==> config.mk <==
export PLATFORM = sky130hd
export DESIGN_NAME = attr_resolver
export DESIGN_NICKNAME = d
export VERILOG_FILES = /design/src/rtl/attr_resolver.sv
export SDC_FILE = /design/constraint.sdc
export NUM_CORES = 1
export LEC_CHECK = 0
export BUFFER_PORTS_ARGS = -buffer_cell sky130_fd_sc_hd__buf_4
export CORE_ASPECT_RATIO = 0.8
export CORE_MARGIN = 2
export CORE_UTILIZATION = 50
export CTS_BUF_LIST = sky130_fd_sc_hd__clkbuf_8 sky130_fd_sc_hd__clkbuf_16
export CTS_CLUSTER_DIAMETER = 120
export DETAILED_ROUTE_END_ITERATION = 16
export PLACE_DENSITY = 0.78
export REMOVE_ABC_BUFFERS = 1
export SYNTH_ARGS = -nofsm -noshare
export SYNTH_HDL_FRONTEND = slang
export SYNTH_SLANG_ARGS = --single-unit
==> constraint.sdc <==
create_clock -name clk -period 4 [get_ports clk]
set_input_delay 0.6 -clock clk [delete_from_list [all_inputs] [get_ports clk]]
set_output_delay 0.6 -clock clk [all_outputs]
set_load 0.05 [all_outputs]
==> src/rtl/attr_resolver.sv <==
module attr_resolver #(
  parameter int ADDR_W = 32,
  parameter int TAG_W  = 8,
  localparam int CFG_W = 2*TAG_W+4
) (
  input  logic              clk,
  input  logic              rst_n,
  input  logic              cfg_we,
  input  logic [1:0]        cfg_sel,
  input  logic [CFG_W-1:0]  cfg_wdata,
  input  logic              req_valid,
  input  logic [ADDR_W-1:0] req_addr,
  input  logic              req_write,
  output logic              rsp_valid,
  output logic              rsp_cacheable,
  output logic              rsp_imprecise,
  output logic              rsp_wprot,
  output logic [1:0]        rsp_sel,
  output logic              rsp_wp_fault,
  output logic              rsp_allow
);

  logic [TAG_W-1:0] win_base [2];
  logic [TAG_W-1:0] win_mask [2];
  logic [2:0]       win_attr [2];
  logic [1:0]       win_en;
  logic [2:0]       dflt;

  always_ff @(posedge clk) begin
    if (!rst_n) begin
      for (int i = 0; i < 2; i++) begin
        win_base[i] <= '0;
        win_mask[i] <= '0;
        win_attr[i] <= '0;
      end
      win_en <= '0;
      dflt   <= '0;
    end else if (cfg_we) begin
      case (cfg_sel)
        2'd0, 2'd1: begin
          win_base[cfg_sel[0]] <= cfg_wdata[2*TAG_W+3:TAG_W+4];
          win_mask[cfg_sel[0]] <= cfg_wdata[TAG_W+3:4];
          win_en[cfg_sel[0]]   <= cfg_wdata[3];
          win_attr[cfg_sel[0]] <= cfg_wdata[2:0];
        end
        2'd2:    dflt <= cfg_wdata[2:0];
        default: ;
      endcase
    end
  end

  wire [TAG_W-1:0] tag = req_addr[ADDR_W-1 -: TAG_W];
  logic [1:0] hit;

  for (genvar i = 0; i < 2; i++) begin : g_win
    assign hit[i] = win_en[i] && (((tag ^ win_base[i]) & ~win_mask[i]) == '0);
  end

  wire [1:0] pick   = {hit[1] & ~hit[0], hit[0]};
  wire [2:0] attr_c = hit[0] ? win_attr[0] : hit[1] ? win_attr[1] : dflt;
  wire       viol   = req_write & attr_c[2];

  always_ff @(posedge clk) begin
    if (!rst_n) begin
      rsp_valid     <= 1'b0;
      rsp_wp_fault  <= 1'b0;
      rsp_allow     <= 1'b0;
      rsp_sel       <= '0;
      rsp_cacheable <= 1'b0;
      rsp_imprecise <= 1'b0;
      rsp_wprot     <= 1'b0;
    end else begin
      rsp_valid    <= req_valid;
      rsp_wp_fault <= req_valid & viol;
      rsp_allow    <= req_valid & ~viol;
      if (req_valid) begin
        rsp_sel <= pick;
        {rsp_wprot, rsp_imprecise, rsp_cacheable} <= attr_c;
      end
    end
  end

  AST_RSP_LATENCY: assert property (@(posedge clk) disable iff (!rst_n)
    req_valid |=> rsp_valid);
  AST_RSP_IDLE: assert property (@(posedge clk) disable iff (!rst_n)
    !req_valid |=> (!rsp_valid && !rsp_wp_fault && !rsp_allow));
  AST_SEL_ONEHOT: assert property (@(posedge clk) disable iff (!rst_n)
    rsp_valid |-> $onehot0(rsp_sel));
  AST_DISABLED_NO_HIT: assert property (@(posedge clk) disable iff (!rst_n)
    (rsp_valid && rsp_sel[0]) |-> $past(win_en[0]));
  AST_DEFAULT_ATTR: assert property (@(posedge clk) disable iff (!rst_n)
    (rsp_valid && rsp_sel == 2'b00) |->
      ({rsp_wprot, rsp_imprecise, rsp_cacheable} == $past(dflt)));
  AST_FAULT_CAUSE: assert property (@(posedge clk) disable iff (!rst_n)
    rsp_valid |-> (rsp_wp_fault == ($past(req_write) && rsp_wprot)));
  AST_FAULT_BLOCKS: assert property (@(posedge clk) disable iff (!rst_n)
    rsp_wp_fault |-> (rsp_valid && !rsp_allow));

endmodule

==> results.sh <==
export IMPL_netlist_instances=167
export IMPL_clockRootBuffer="clkbuf_8"
export IMPL_hpwl_mm=2.89
export IMPL_status="finished clean"
export IMPL_insertion_delay_ns=0.30
export IMPL_grt_start_max_net_pins=21
export IMPL_cts_inserted_buffers=5
export IMPL_cts_tree="yes"
export IMPL_grtUsageTotal_pct=18.4
export IMPL_reg2reg_setup_slack_ns=2.17
export IMPL_setup_worst_path_start_class="input port"
export IMPL_crit_chain="buf_4, xnor2_1, o22ai_1, nor3_2, nand2_2, a221oi_2, o22ai_1"
export IMPL_critPathArrivalTime_ns=2.03
export IMPL_setup_viol=0
export IMPL_mappedNetlistArea_um2=2160
export IMPL_hold_viol_final=0
export IMPL_crit_top_cell="o22ai_1"
export IMPL_vias=1406
export IMPL_drt_initial_drc_count=82
export IMPL_fin_crit_ns=1.84
export IMPL_clkTransAtPathRegs_ns=0.09
export IMPL_antenna_found_initial=0
export IMPL_via_per_inst=5.19
export IMPL_synth_warnings=0
export IMPL_cp_required_ns=4.19
export IMPL_postCtsSetupRepairBufs=0
export IMPL_cap_violations=0
export IMPL_cts_hold_buf=0
export IMPL_drive_above_1_share_pct=27.1
export IMPL_worst_pin_slew_ns=0.852
export IMPL_area_delta_synth_final_pct=22.9
export IMPL_grt_first_pass_wirelength_mm=6.62
export IMPL_cp_slowest_stage_delay_ns=0.40
export IMPL_grt_overflow_total=0
export IMPL_fin_area_um2=2660
export IMPL_path_max_fanout=3
export IMPL_h_tree_depth=2
export IMPL_rows=21
export IMPL_ios=67
export IMPL_final_max_slew_viol_count=0
export IMPL_seq_area_frac_synth_pct=64.7
export IMPL_slowest_stage="a221oi_2"
export IMPL_finalSetupTns_ns=0
export IMPL_peakVddDrop_mv=0.230
export IMPL_final_common_cell="buf_4"
export IMPL_cts_sinks=51
export IMPL_wl_per_cell_um=14.9
export IMPL_grt_pass1_vias=1411
export IMPL_final_cell_mix="buf_4 (44), and2_1 (40), edfxtp_1 (38), xnor2_1 (16), dfxtp_1 (13)"
export IMPL_coreArea_um2=4180
export IMPL_antenna_cells=0
export IMPL_rsz0062_at_grt="no"
export IMPL_clock_skew_ns=0.00418
export IMPL_final_period_utilization_pct=46.0
export IMPL_p_leak_nw=1.04
export IMPL_p_per_area_nw_per_um2=403
export IMPL_gp_congestion=0.763
export IMPL_syn_avg_cell_area_um2=13.0
export IMPL_die_area_um2=4870
export IMPL_end_kind="flop"
export IMPL_path_class="in2reg"
export IMPL_drt_wl_total_mm=4.04
export IMPL_first_pass_iters=4
export IMPL_fmax_mhz=543
export IMPL_die_y_um=62.9
export IMPL_max_slew_margin_pct=43.1
export IMPL_hp_class="reg2reg"
export IMPL_place_area_um2=2550
export IMPL_fin_nets=272
export IMPL_clock_path_buffers=2
export IMPL_drc_errors=0
export IMPL_ys_types=27
export IMPL_fillers=330
export IMPL_ant_nets=0
export IMPL_die_x_um=77.6
export IMPL_start_util_pct=51.8
export IMPL_io_buffers=42
export IMPL_synth_seq_cells=51
export IMPL_cts_resized=0
cell type report:
cell class	count	area (um^2)	area share (%)
clock buffer	7	108	4.05
inverter	3	11.3	0.423
multi-input combinational	108	733	27.6
tap	57	71.3	2.68
timing repair buffer	44	330	12.4
clock inverter	1	5.00	0.188
sequential	51	1400	52.7
metal layers:
| metal | GRT usage [%] | wire (um) |
|---|---|---|
| met1 | 21.7 | 1780 |
| met2 | 30.4 | 2080 |
| met3 | 6.50 | 151 |
| met4 | 7.81 | 34 |
| met5 | 0 | 0 |
report_power, final:
group          internal, mW  leakage, nW  switching (mW)
clock network         0.177       0.0594           0.165
logic                0.0552        0.504          0.0598
registers             0.602        0.480          0.0125
cells in the mapped netlist:
library cell / number / share of area [%]
a21oi_1: 4 / 0.92
a221oi_2: 1 / 0.69
a311oi_1: 2 / 0.81
a32o_1: 1 / 0.46
and2_1: 40 / 12
and3_1: 1 / 0.29
clkbuf_1: 5 / 0.87
dfxtp_1: 13 / 12
edfxtp_1: 38 / 53
inv_1: 3 / 0.52
mux2_2: 2 / 1.0
mux2i_1: 5 / 2.3
nand2_1: 7 / 1.2
nand2_2: 1 / 0.29
nand2b_1: 3 / 0.87
nand3b_1: 1 / 0.35
nand4_1: 1 / 0.29
nor2_1: 5 / 0.87
nor2b_1: 1 / 0.29
nor3_1: 2 / 0.46
nor3_2: 1 / 0.46
o21a_1: 1 / 0.35
o21ai_0: 4 / 0.92
o221a_2: 1 / 0.52
o221ai_1: 1 / 0.40
o22ai_1: 7 / 2.0
xnor2_1: 16 / 6.5
state kept, by name, summed over array words and instances (netlist names):
| name | flops |
|---|---|
| rsp_imprecise | 1 |
| rsp_wp_fault | 1 |
| rsp_valid | 1 |
| rsp_allow | 1 |
| win_attr | 6 |
| rsp_wprot | 1 |
| win_en | 2 |
| dflt | 3 |
| rsp_cacheable | 1 |
| win_base | 16 |
| rsp_sel | 2 |
| win_mask | 16 |
per-stage QoR:
| step | total power, mW | setup WS (ns) | std cells | hold slack [ns] | utilization (%) |
|---|---|---|---|---|---|
| detailed placement | 0.743 | 1.84 | 263 | 0.470 | 61.0 |
| CTS | 1.08 | 2.16 | 271 | 0.482 | 63.7 |
| finish | 1.07 | 2.16 | 271 | 0.478 | 63.7 |
| floorplan | 0.685 | 1.41 | 162 | 0.445 | - |
| global route | 1.11 | 1.99 | 271 | 0.494 | 63.7 |
| global placement | 0.736 | 1.91 | 263 | 0.459 | 61.0 |
final timing paths:
check	start	endpoint	depth (start not counted)
hold / removal	rsp_wprot$_SDFFE_PN0P_	rsp_wprot$_SDFFE_PN0P_	2
setup reg to reg	win_base[1][6]$_SDFFCE_PN0P_	rsp_wprot$_SDFFE_PN0P_	6
hold reg to reg	rsp_wprot$_SDFFE_PN0P_	rsp_wprot$_SDFFE_PN0P_	2
setup / recovery	req_addr[30]	rsp_wprot$_SDFFE_PN0P_	7
cells by family after synthesis:
| family | Yosys count | synth area share, % |
|---|---|---|
| mux | 7 | 3.35 |
| compound gates | 22 | 7.11 |
| buf+inv | 8 | 1.39 |
| xor+xnor | 16 | 6.47 |
| simple gates | 63 | 16.9 |
| flops | 51 | 64.7 |
worst max-delay path: cells and delay by family:
family | cells | cell delay (ns)
XOR/XNOR | 1 | 0.16
AND/OR/NAND/NOR | 2 | 0.49
AO/OA/AOI/OAI | 3 | 0.67
buffers and inverters | 1 | 0.12
Note: power is estimated with default switching activity, not from simulation.
